--- config.mk ---
export PLATFORM = sky130hd
export DESIGN_NAME = mpu_cfg_bank
export DESIGN_NICKNAME = d
export VERILOG_FILES = /design/src/rtl/mpu_cfg_pkg.sv /design/src/rtl/mpu_cfg_ctrl.sv /design/src/rtl/mpu_cfg_regs.sv /design/src/rtl/mpu_cfg_bank.sv
export SDC_FILE = /design/constraint.sdc
export NUM_CORES = 1
export LEC_CHECK = 0
export BUFFER_PORTS_ARGS = -buffer_cell sky130_fd_sc_hd__buf_4
export CAP_MARGIN = 25
export CORE_ASPECT_RATIO = 0.75
export CORE_MARGIN = 2
export CORE_UTILIZATION = 37
export CTS_BUF_LIST = sky130_fd_sc_hd__clkbuf_4 sky130_fd_sc_hd__clkbuf_8
export CTS_CLUSTER_SIZE = 8
export DETAILED_ROUTE_END_ITERATION = 8
export GPL_TIMING_DRIVEN = 0
export HOLD_SLACK_MARGIN = 0.15
export SYNTH_ARGS = -nofsm -noshare
export SYNTH_HDL_FRONTEND = slang
export SYNTH_SLANG_ARGS = --single-unit
--- constraint.sdc ---
create_clock -name clk -period 4.1 [get_ports clk]
set_input_delay 0.41 -clock clk [delete_from_list [all_inputs] [get_ports clk]]
set_output_delay 0.41 -clock clk [all_outputs]
set_load 0.05 [all_outputs]
--- src/rtl/mpu_cfg_pkg.sv ---
package mpu_cfg_pkg;

  typedef enum logic [3:0] {
    RS_NONE, RS_ID, RS_CTYPE, RS_CTL, RS_DC, RS_IC, RS_WB,
    RS_DP_PK, RS_IP_PK, RS_DP, RS_IP, RS_RGN
  } rdSel_e;

  typedef struct packed {
    logic   wrCtl;
    logic   wrDc;
    logic   wrIc;
    logic   wrWb;
    logic   wrDp;
    logic   wrIp;
    logic   wrRgn;
    logic   legacy;
    logic [3:0] rgnIdx;
    rdSel_e rdSel;
    logic   bad;
  } strobes_t;

endpackage

--- src/rtl/mpu_cfg_ctrl.sv ---
module mpu_cfg_ctrl
  import mpu_cfg_pkg::*;
#(
  parameter int NUM_REGIONS = 8
) (
  input  logic       clk,
  input  logic       rst_n,
  input  logic       acc_valid,
  input  logic       acc_write,
  input  logic [3:0] acc_pri,
  input  logic [2:0] acc_sel,
  input  logic [3:0] acc_sec,
  output strobes_t   st,
  output logic       acc_err
);

  localparam logic [4:0] RGN_LIM = 5'(NUM_REGIONS);

  always_comb begin
    st = '0;
    st.rdSel = RS_NONE;
    st.rgnIdx = acc_sec;
    if (acc_valid) begin
      unique case (acc_pri)
        4'd0: begin
          if (acc_write) st.bad = 1'b1;
          else if (acc_sel == 3'd0) st.rdSel = RS_ID;
          else if (acc_sel == 3'd1) st.rdSel = RS_CTYPE;
          else st.bad = 1'b1;
        end
        4'd1: begin
          if (acc_sel != 3'd0) st.bad = 1'b1;
          else if (acc_write) st.wrCtl = 1'b1;
          else st.rdSel = RS_CTL;
        end
        4'd2: begin
          if (acc_sel == 3'd0) begin
            if (acc_write) st.wrDc = 1'b1; else st.rdSel = RS_DC;
          end else if (acc_sel == 3'd1) begin
            if (acc_write) st.wrIc = 1'b1; else st.rdSel = RS_IC;
          end else st.bad = 1'b1;
        end
        4'd3: begin
          if (acc_write) st.wrWb = 1'b1; else st.rdSel = RS_WB;
        end
        4'd5: begin
          st.legacy = (acc_sel == 3'd0) || (acc_sel == 3'd1);
          unique case (acc_sel)
            3'd0: if (acc_write) st.wrDp = 1'b1; else st.rdSel = RS_DP_PK;
            3'd1: if (acc_write) st.wrIp = 1'b1; else st.rdSel = RS_IP_PK;
            3'd2: if (acc_write) st.wrDp = 1'b1; else st.rdSel = RS_DP;
            3'd3: if (acc_write) st.wrIp = 1'b1; else st.rdSel = RS_IP;
            default: st.bad = 1'b1;
          endcase
        end
        4'd6: begin
          if ({1'b0, acc_sec} >= RGN_LIM) st.bad = 1'b1;
          else if (acc_write) st.wrRgn = 1'b1;
          else st.rdSel = RS_RGN;
        end
        default: st.bad = 1'b1;
      endcase
    end
  end

  always_ff @(posedge clk) begin
    if (!rst_n) acc_err <= 1'b0;
    else        acc_err <= st.bad;
  end

  // error pulse lasts exactly one cycle unless a new invalid access follows
  a_r11_err_pulse: assert property (@(posedge clk) disable iff (!rst_n)
    (acc_err && !st.bad) |=> !acc_err);

  // reserved primary numbers are always rejected
  a_r10_reserved: assert property (@(posedge clk) disable iff (!rst_n)
    (acc_valid && (acc_pri == 4'd4 || acc_pri == 4'd12 || acc_pri == 4'd14)) |=> acc_err);

  // out-of-range region number is rejected
  a_r8_region_range: assert property (@(posedge clk) disable iff (!rst_n)
    (acc_valid && acc_pri == 4'd6 && acc_sec >= 4'd8) |=> acc_err);

endmodule

--- src/rtl/mpu_cfg_regs.sv ---
module mpu_cfg_regs
  import mpu_cfg_pkg::*;
#(
  parameter int          DATA_W      = 32,
  parameter int          NUM_REGIONS = 8,
  parameter logic [31:0] DEVICE_ID   = 32'h4105_9461,
  parameter logic [31:0] CACHE_TYPE  = 32'h0F00_4006,
  parameter logic [31:0] CTL_RESET   = 32'h0000_0078
) (
  input  logic                          clk,
  input  logic                          rst_n,
  input  strobes_t                      st,
  input  logic [DATA_W-1:0]             wdata,
  output logic [DATA_W-1:0]             rd_data,
  output logic [DATA_W-1:0]             ctlQ,
  output logic [DATA_W-1:0]             dcQ,
  output logic [DATA_W-1:0]             icQ,
  output logic [DATA_W-1:0]             wbQ,
  output logic [DATA_W-1:0]             dpQ,
  output logic [DATA_W-1:0]             ipQ,
  output logic [NUM_REGIONS*DATA_W-1:0] rgnFlat
);

  localparam int PERM_W = 4 * NUM_REGIONS;
  localparam int PACK_W = 2 * NUM_REGIONS;

  logic [DATA_W-1:0] rgn [NUM_REGIONS];
  logic [DATA_W-1:0] wide;
  logic [DATA_W-1:0] dpPacked, ipPacked, permIn, rgnRd;

  always_comb begin
    wide = '0;
    dpPacked = '0;
    ipPacked = '0;
    for (int k = 0; k < NUM_REGIONS; k++) begin
      wide[4*k +: 2]     = wdata[2*k +: 2];
      dpPacked[2*k +: 2] = dpQ[4*k +: 2];
      ipPacked[2*k +: 2] = ipQ[4*k +: 2];
    end
  end

  assign permIn = st.legacy ? wide : wdata;

  always_ff @(posedge clk) begin
    if (!rst_n) begin
      ctlQ <= CTL_RESET;
      dcQ  <= '0;
      icQ  <= '0;
      wbQ  <= '0;
      dpQ  <= '0;
      ipQ  <= '0;
    end else begin
      if (st.wrCtl) ctlQ <= wdata;
      if (st.wrDc)  dcQ  <= wdata;
      if (st.wrIc)  icQ  <= wdata;
      if (st.wrWb)  wbQ  <= wdata;
      if (st.wrDp)  dpQ  <= permIn;
      if (st.wrIp)  ipQ  <= permIn;
    end
  end

  for (genvar r = 0; r < NUM_REGIONS; r++) begin : g_rgn
    always_ff @(posedge clk) begin
      if (!rst_n) rgn[r] <= '0;
      else if (st.wrRgn && st.rgnIdx == 4'(r)) rgn[r] <= wdata;
    end
    assign rgnFlat[r*DATA_W +: DATA_W] = rgn[r];
  end

  always_comb begin
    rgnRd = '0;
    for (int r = 0; r < NUM_REGIONS; r++)
      if (st.rgnIdx == 4'(r)) rgnRd = rgn[r];
  end

  always_comb begin
    unique case (st.rdSel)
      RS_ID:    rd_data = DEVICE_ID;
      RS_CTYPE: rd_data = CACHE_TYPE;
      RS_CTL:   rd_data = ctlQ;
      RS_DC:    rd_data = dcQ;
      RS_IC:    rd_data = icQ;
      RS_WB:    rd_data = wbQ;
      RS_DP_PK: rd_data = dpPacked;
      RS_IP_PK: rd_data = ipPacked;
      RS_DP:    rd_data = dpQ;
      RS_IP:    rd_data = ipQ;
      RS_RGN:   rd_data = rgnRd;
      default:  rd_data = '0;
    endcase
  end

  // a compact write never leaves an upper nibble pair set
  a_r5_compact_clear: assert property (@(posedge clk) disable iff (!rst_n)
    (st.wrDp && st.legacy) |=> ((dpQ[PERM_W-1:0] & {NUM_REGIONS{4'b1100}}) == '0));

  // compact reads carry nothing above the packed fields
  a_r6_packed_upper: assert property (@(posedge clk) disable iff (!rst_n)
    (st.rdSel == RS_DP_PK || st.rdSel == RS_IP_PK) |-> (rd_data[DATA_W-1:PACK_W] == '0));

endmodule

--- src/rtl/mpu_cfg_bank.sv ---
module mpu_cfg_bank
  import mpu_cfg_pkg::*;
#(
  parameter int          DATA_W      = 32,
  parameter int          NUM_REGIONS = 8,
  parameter logic [31:0] DEVICE_ID   = 32'h4105_9461,
  parameter logic [31:0] CACHE_TYPE  = 32'h0F00_4006,
  parameter logic [31:0] CTL_RESET   = 32'h0000_0078
) (
  input  logic                          clk,
  input  logic                          rst_n,
  input  logic                          acc_valid,
  input  logic                          acc_write,
  input  logic [3:0]                    acc_pri,
  input  logic [2:0]                    acc_sel,
  input  logic [3:0]                    acc_sec,
  input  logic [DATA_W-1:0]             acc_wdata,
  output logic [DATA_W-1:0]             rd_data,
  output logic                          acc_err,
  output logic [DATA_W-1:0]             ctl_q,
  output logic [DATA_W-1:0]             dcache_q,
  output logic [DATA_W-1:0]             icache_q,
  output logic [DATA_W-1:0]             wbuf_q,
  output logic [DATA_W-1:0]             dperm_q,
  output logic [DATA_W-1:0]             iperm_q,
  output logic [NUM_REGIONS*DATA_W-1:0] region_q
);

  strobes_t st;

  mpu_cfg_ctrl #(.NUM_REGIONS(NUM_REGIONS)) u_ctrl (
    .clk(clk), .rst_n(rst_n), .acc_valid(acc_valid), .acc_write(acc_write),
    .acc_pri(acc_pri), .acc_sel(acc_sel), .acc_sec(acc_sec),
    .st(st), .acc_err(acc_err)
  );

  mpu_cfg_regs #(
    .DATA_W(DATA_W), .NUM_REGIONS(NUM_REGIONS), .DEVICE_ID(DEVICE_ID),
    .CACHE_TYPE(CACHE_TYPE), .CTL_RESET(CTL_RESET)
  ) u_regs (
    .clk(clk), .rst_n(rst_n), .st(st), .wdata(acc_wdata), .rd_data(rd_data),
    .ctlQ(ctl_q), .dcQ(dcache_q), .icQ(icache_q), .wbQ(wbuf_q),
    .dpQ(dperm_q), .ipQ(iperm_q), .rgnFlat(region_q)
  );

  // a rejected access leaves every stored word unchanged
  a_r11_no_side_effect: assert property (@(posedge clk) disable iff (!rst_n)
    acc_err |-> ($stable(ctl_q) && $stable(dcache_q) && $stable(icache_q) &&
                 $stable(wbuf_q) && $stable(dperm_q) && $stable(iperm_q) &&
                 $stable(region_q)));

  // a read changes no stored word
  a_r12_read_quiet: assert property (@(posedge clk) disable iff (!rst_n)
    (acc_valid && !acc_write) |=> ($stable(ctl_q) && $stable(dperm_q) &&
                                   $stable(iperm_q) && $stable(region_q)));

endmodule

==> key figures, run 1 <==
Outcome
  – Status: completed

Setup path
  – Critical Path RT: 3.69 ns
  – Critical path endpoint category: primary output
  – Kind of critical path: input pin to primary output
  – Cell Chain, Critical Path: dlygate4sd3_1 > buf_4 > inv_1 > a211oi_1 > buf_2 > nand2_1 > clkbuf_1 > a21oi_1 > a221oi_1 > nand3_1 > buf_4
  – Critical-path maximum fanout: 10
  – Cell mode on critical path: buf_4
  – Worst stage delay on the critical path: 0.64 ns
  – CP max-delay cell: clkbuf_1
  – Crit path arrival time: 3.64 ns
  – CP startpoint kind: input pin

Synth
  – Top cell type's share of synthesized area: 36.9%
  – Mapped Cells: 1,999
  – Most common cell in the netlist: nand2_1
  – Sequential element share of the synthesized area: 55.5%
  – Ys flop type: edfxtp_1
  – Post-synth EDFFs: 256
  – Most frequent cells after synthesis: nand2_1, and2_1, edfxtp_1, dfxtp_1, a21boi_0
  – Synth area leaders: edfxtp_1, dfxtp_1, and2_1, nand2_1, a21boi_0
  – Asr flop ratio synth: 0%
  – Synth warnings: 0
  – Cell type with the largest total area after synthesis: edfxtp_1
  – Yosys reg bits: 449
  – Netlist cell types: 74
  – Avg Inst Size Synth: 10.4 um^2
  – Synth Net Count: 2,046
  – Synthesized cell area: 0.0208 mm^2

Timing
  – Crit path time final: 4.05 ns
  – Max Slew Vio Count: 0
  – RSZ-0062 raised after global routing: no
  – Final Hold Viols: 0
  – # setup viols final: 0
  – Final setup margin: 0.0500 ns
  – Worst Skew: 0 ns
  – Ratio of final minimum period to clock period: 98.8%
  – Worst slew margin: 29.8%
  – Worst-Margin Slew: 1.05 ns
  – Max Fclk: 247 MHz

Floorplan
  – Die Area: 0.0582 mm^2
  – Die X-Extent: 278 um
  – Core ar.: 0.0557 mm^2
  – Number of I/O pins: 528
  – Die height: 209 um
  – Initial Util: 37.3%
  – Num rows: 75

Pwr
  – Power per cell area: 378 mW/mm^2
  – Worst VDD drop: 229 uV
  – Leak Pwr: 11.1 nW

GRT
  – Global-route wire length before repair: 143,000 um
  – Total track usage: 34.5%
  – Largest net degree at the start of global routing: 22
  – Initial antenna violation count: 1
  – Gr ovfl total: 0
  – Vias in the first global route: 19,100

Detailed routing
  – ANT nets after route: 0
  – Drt first-iter violations: 2,803
  – Met2 WL post-DR: 45,000 um
  – DRT met1 WL: 43,600 um
  – WL met3: 11,900 um
  – Vias per cell: 5.86
  – Drt pass-1 iters: 6
  – Drt drc: 0
  – Via count: 20,100
  – Detailed-route wire length: 104,000 um
  – DR WL/cell: 30.2 um
  – Max layer used: met5

Place
  – Detailed-placement wirelength estimate: 80,600 um
  – I/O Buffers: 522
  – Post-place setup slack: -0.549 ns
  – Gpl congestion: 0.958

Clocking
  – Reg clk slew, reported paths: 0.05 ns
  – Skew-Pair Late Insertion Delay: 0.68 ns
  – H-tree Lvls: 3
  – Clk sinks: 449
  – Clock root buffer: clkbuf_8
  – Setup Fix Bufs, Post-CTS: 0
  – Clock Tree Buf Depth: 3
  – CTS tree: done
  – CTS buffer count: 77

Cells and area
  – Layout cells sized above 1: 28.7%
  – Fillers: 5,197
  – Final #Nets: 2,696
  – Utilization after layout: 50.0%
  – Area added between synthesis and finish: 34.0%

Run
  – Total of max-cap violations: 0

Min path
  – HP Class: input pin to flip-flop
==> cell families after synthesis <==
logic type      Yosys count  share of synthesized area [%]
compound gates          435                           15.9
xor+xnor                  1                         0.0421
buf+inv                 190                           3.76
flops                   449                           55.5
mux                      75                           4.49
simple gates            849                           20.3
==> path summary, 6_finish.rpt <==
| path | startpoint | to | slack (ns) | cells past startpoint |
|---|---|---|---|---|
| max reg2reg | u_regs.dpQ[28] | u_regs.dpQ[28] | 3.26 | 1 |
| max | acc_valid | rd_data[19] | 0.05 | 11 |
| min | acc_pri[3] | u_ctrl.acc_err | 0.21 | 3 |
| min reg2reg | u_regs.icQ[18] | u_regs.icQ[18] | 0.49 | 2 |
==> sequential cells by signal, indices dropped and copies added, names as in the netlist <==
signal	count
u_regs.rgn	256
u_regs.icQ	32
u_regs.wbQ	32
u_regs.ipQ	32
u_regs.dpQ	32
u_ctrl.acc_err	1
u_regs.dcQ	32
u_regs.ctlQ	32
==> metrics by stage <==
stage / TNS [ns] / power, W / hold WS, ns / std cells / cell area [um^2]
global route: 0 / 0.0108 / 0.224 / 3432 / 27900
floorplan: 0 / 0.00587 / 0.524 / 1999 / 20800
CTS: 0 / 0.0105 / 0.185 / 3428 / 27800
global placement: -516.90 / 0.00644 / 0.470 / 3252 / 25600
detailed placement: -5.69 / 0.00646 / 0.477 / 3264 / 26000
finish: 0 / 0.0105 / 0.207 / 3433 / 27900
==> timing repair <==
| action | CTS | global route |
|---|---|---|
| hold buffers | 33 | 0 |
| pin swaps | 0 | 0 |
| resized for setup | 11 | 15 |
| endpoints found under the hold margin | 102 | 0 |
| endpoints found under the setup margin | 26 | 18 |
==> layer usage <==
| layer | global-route usage (%) | vias to the layer above |
|---|---|---|
| met2 | 51.5 | 1376 |
| li1 | - | 8455 |
| met3 | 9.11 | 205 |
| met1 | 48.8 | 10100 |
| met4 | 10.8 | 2 |
| met5 | 0 | - |
==> cells in the final DEF, fill, tap and decap left out, types with 6 or more instances in the layout <==
master           n
mux4_2          12
o21ai_0         36
a222oi_1        20
a21oi_1         42
clkinv_1         6
and2_1         266
buf_1            7
buf_2           21
buf_4          532
clkbuf_8        83
mux2_2          25
clkbuf_1       137
o211a_1         28
clkbuf_4        36
buf_16           7
o221ai_1         6
clkbuf_2         9
dfxtp_1        193
a22o_1          12
nor3_1           9
dlygate4sd3_1   33
nand2_1        414
mux2i_1         37
a221oi_1        22
a221o_1         10
nand3_1         72
nand4_1         15
edfxtp_1       256
o21ai_4          7
a21boi_0       160
a22oi_1         52
nor2_1          27
==> layout make-up <==
type	instances	area [um^2]	area share, %
sequential	449	11600	41.4
multi-input combinational	1360	8590	30.8
timing repair buffer	571	4540	16.3
clock buffer	118	1410	5.04
tap	731	915	3.28
buffer	184	785	2.81
clock inverter	13	72.6	0.260
inverter	6	22.5	0.0808
antenna	1	2.50	0.00898
==> power breakdown <==
group / switching, W / internal [W] / total [W]
Clock: 0.00195 / 0.00217 / 0.00412
Combinational: 0.00101 / 0.000392 / 0.00140
Sequential: 0.000121 / 0.00489 / 0.00501
Total: 0.00308 / 0.00745 / 0.0105
==> critical path, delay by kind of cell <==
family          cells  cell delay, ns
compound gates      3            0.76
buf+inv             6            1.86
simple gates        2            0.60
(Power assumes the default switching activity.)
==> run 2, diff against run 1 <==
- CORE_ASPECT_RATIO: 0.75 -> unset
- CTS_BUF_LIST: sky130_fd_sc_hd__clkbuf_4 sky130_fd_sc_hd__clkbuf_8 -> unset
==> run 2 against run 1 <==
Compared with the run above: global-route usage is 0.14 points lower; power is 8.4% higher; clock skew unchanged; critical endpoint is now rd_data[24]; highest routed layer is now met4; first-iteration DRC count down 14%; worst hold slack gained 0.15 ns; wire length decreased by 1.1%; die area is essentially flat; largest cell class unchanged.
==> key figures, run 2 (synthesis results as in run 1) <==
GRT
  – Gr ovfl total: 0 (unchanged)
  – Vias in the first global route: 19,000 (-0.96%)
  – Largest net degree at the start of global routing: 24 (+9.1%)
  – Global-route wire length before repair: 140,000 um (-1.9%)
  – Total track usage: 34.4% (-0.14 points)
  – Initial antenna violation count: 0 (-1)

Pwr
  – Total Power: 0.0114 W (+8.4%)
  – Power per cell area: 405 mW/mm^2 (+7.2%)
  – Net Sw Frac: 27.8% (-1.4 points)
  – Int Power: 0.00824 W (+10%)
  – Clock power share: 43.7% (+4.6 points)
  – Sequential Power Share: 44.0% (-3.6 points)
  – Leak Pwr: 11.2 nW (+0.67%)
  – Worst VDD drop: 255 uV (+12%)
  – Switching power: 0.00318 W (+3.3%)
  – Proportion of power drawn by combinational gates: 12.3% (-1.0 points)

Setup path
  – CP max-delay cell: nor3_2
  – Worst stage delay on the critical path: 0.63 ns (about the same)
  – Critical-path maximum fanout: 10 (unchanged)
  – CP startpoint kind: input pin
  – Cell mode on critical path: buf_4
  – Critical Path RT: 3.69 ns (about the same)
  – Critical path endpoint category: primary output
  – Kind of critical path: input pin to primary output
  – Crit path arrival time: 3.64 ns (about the same)
  – Cell Chain, Critical Path: buf_4 > buf_2 > nor3b_1 > a22oi_2 > and2_1 > buf_4 > nor3_2 > buf_2 > a222oi_1 > nand3_1 > buf_4

Timing
  – RSZ-0062 raised after global routing: no
  – # setup viols final: 0 (unchanged)
  – Setup TNS: 0 ns (unchanged)
  – Worst Skew: 0 ns (unchanged)
  – Worst slew margin: 27.0% (-2.8 points)
  – Max Slew Vio Count: 0 (unchanged)
  – Worst-Margin Slew: 1.09 ns (+0.0324 ns)
  – Final Hold Viols: 0 (unchanged)
  – Crit path time final: 4.05 ns (-0.0000548 ns)
  – Ratio of final minimum period to clock period: 98.8% (about the same)
  – Max Fclk: 247 MHz (about the same)

Clocking
  – Skew-Pair Late Insertion Delay: 0.60 ns (-0.08 ns)
  – H-tree Lvls: 3 (unchanged)
  – Reg clk slew, reported paths: 0.05 ns (about the same)
  – Clk sinks: 449 (unchanged)
  – CTS buffer count: 66 (-14%)
  – CTS tree: done
  – Clock root buffer: clkbuf_16
  – Clock Tree Buf Depth: 3 (unchanged)

Cells and area
  – Largest register by flop count: u_regs.rgn
  – Design area: 0.0282 mm^2 (+1.0%)
  – Final cell count without fillers: 3,393 (-1.2%)
  – Utilization after layout: 50.9% (+0.92 points)
  – Area added between synthesis and finish: 35.4%
  – Largest register FFs: 256 (unchanged)
  – Most common cell after layout, fill and taps aside: buf_4
  – Commonest cells after routing, fill and taps aside: buf_4, nand2_1, and2_1
  – Layout cells sized above 1: 27.2% (-1.4 points)
  – Final #Nets: 2,680 (-0.59%)

Min path
  – HP Class: input pin to flip-flop

Detailed routing
  – Drt first-iter violations: 2,409 (-14%)
  – Detailed-route wire length: 103,000 um (-1.1%)
  – Vias per cell: 5.84 (-0.38%)
  – DR WL/cell: 30.2 um (+0.10%)
  – Drt drc: 0 (unchanged)
  – Via count: 19,800 (-1.5%)
  – Drt pass-1 iters: 6 (unchanged)
  – ANT nets after route: 0 (unchanged)

Floorplan
  – Number of I/O pins: 528 (unchanged)
  – Die height: 241 um (+15%)
  – Num rows: 86 (+15%)
  – Initial Util: 37.6% (+0.29 points)
  – Core ar.: 0.0553 mm^2 (-0.78%)
  – Die X-Extent: 241 um (-13%)
  – Die Area: 0.0582 mm^2 (about the same)

Place
  – Detailed-placement wirelength estimate: 79,600 um (-1.2%)
  – Cell Area, Placed: 0.0260 mm^2 (about the same)
  – Gpl congestion: 0.968 (+1.0%)
  – I/O Buffers: 522 (unchanged)
  – Placed insts: 3,280 (+0.49%)

Outcome
  – Status: completed

Run
  – Total of max-cap violations: 0 (unchanged)
## run 2: cell types whose count changed in the layout (fill, tap and decap cells not counted), sizes merged
| cell | before | now |
|---|---|---|
| clkinvlp | 4 | 0 |
| inv | 6 | 9 |
| clkdlybuf4s15 | 1 | 0 |
| buf | 574 | 571 |
| clkbuf | 265 | 218 |
| clkinv | 9 | 4 |
## run 2: layout make-up
class / count / area [um^2]
flip-flops and latches: 449 / 11600
clock buffers: 72 / 1720
diodes: 1 / 2.50
clock inverters: 7 / 71.3
inverters: 6 / 22.5
multi-input cells: 1360 / 8590
fillers: 5197 / 27100
well taps: 748 / 936
repair buffers: 566 / 4500
plain buffers: 184 / 786
## run 2: worst max-delay path: cells and delay by family
kind / cells / cell delay, ns
AOI/OAI and AO/OA: 2 / 0.38
and+or+nand+nor: 4 / 1.61
buffers and inverters: 5 / 1.21
## run 2: per-stage QoR
step / setup WS (ns) / hold WS, ns
after floorplan: 0.0220 / 0.524
after global placement: -2.73 / 0.470
after detailed placement: -0.576 / 0.475
after CTS: 0.00179 / 0.295
after global routing: 0.0146 / 0.362
final: 0.0500 / 0.355
## run 2: path summary, 6_finish.rpt
path,startpoint,end,slack (ns),depth (start not counted)
max,acc_pri[1],rd_data[24],0.05,11
min,acc_pri[3],u_ctrl.acc_err,0.35,3
max reg2reg,u_regs.ipQ[17],u_regs.ipQ[17],3.22,1
min reg2reg,u_regs.ctlQ[30],u_regs.ctlQ[30],0.48,2
## run 2: power groups by stage
stage	clock [W]	sequential (W)	combinational [W]
final	0.00499	0.00502	0.00140
after global routing	0.00519	0.00503	0.00144
after CTS	0.00501	0.00502	0.00139
after detailed placement	0	0.00510	0.00136
after global placement	0	0.00511	0.00132
after floorplan	0	0.00556	0.000307
## run 2: timing repair
action,in CTS,in global routing
hold buffers,33,0
setup buffers,0,0
endpoints found under the hold margin,98,0
endpoints found under the setup margin,26,14
gates resized for setup,16,15
## run 2: routing by layer
layer	part of all wire (%)	track usage, %
met3	10	7.48
met1	39	46.3
met2	45	52.7
met4	4.7	15.9
met5	0	0
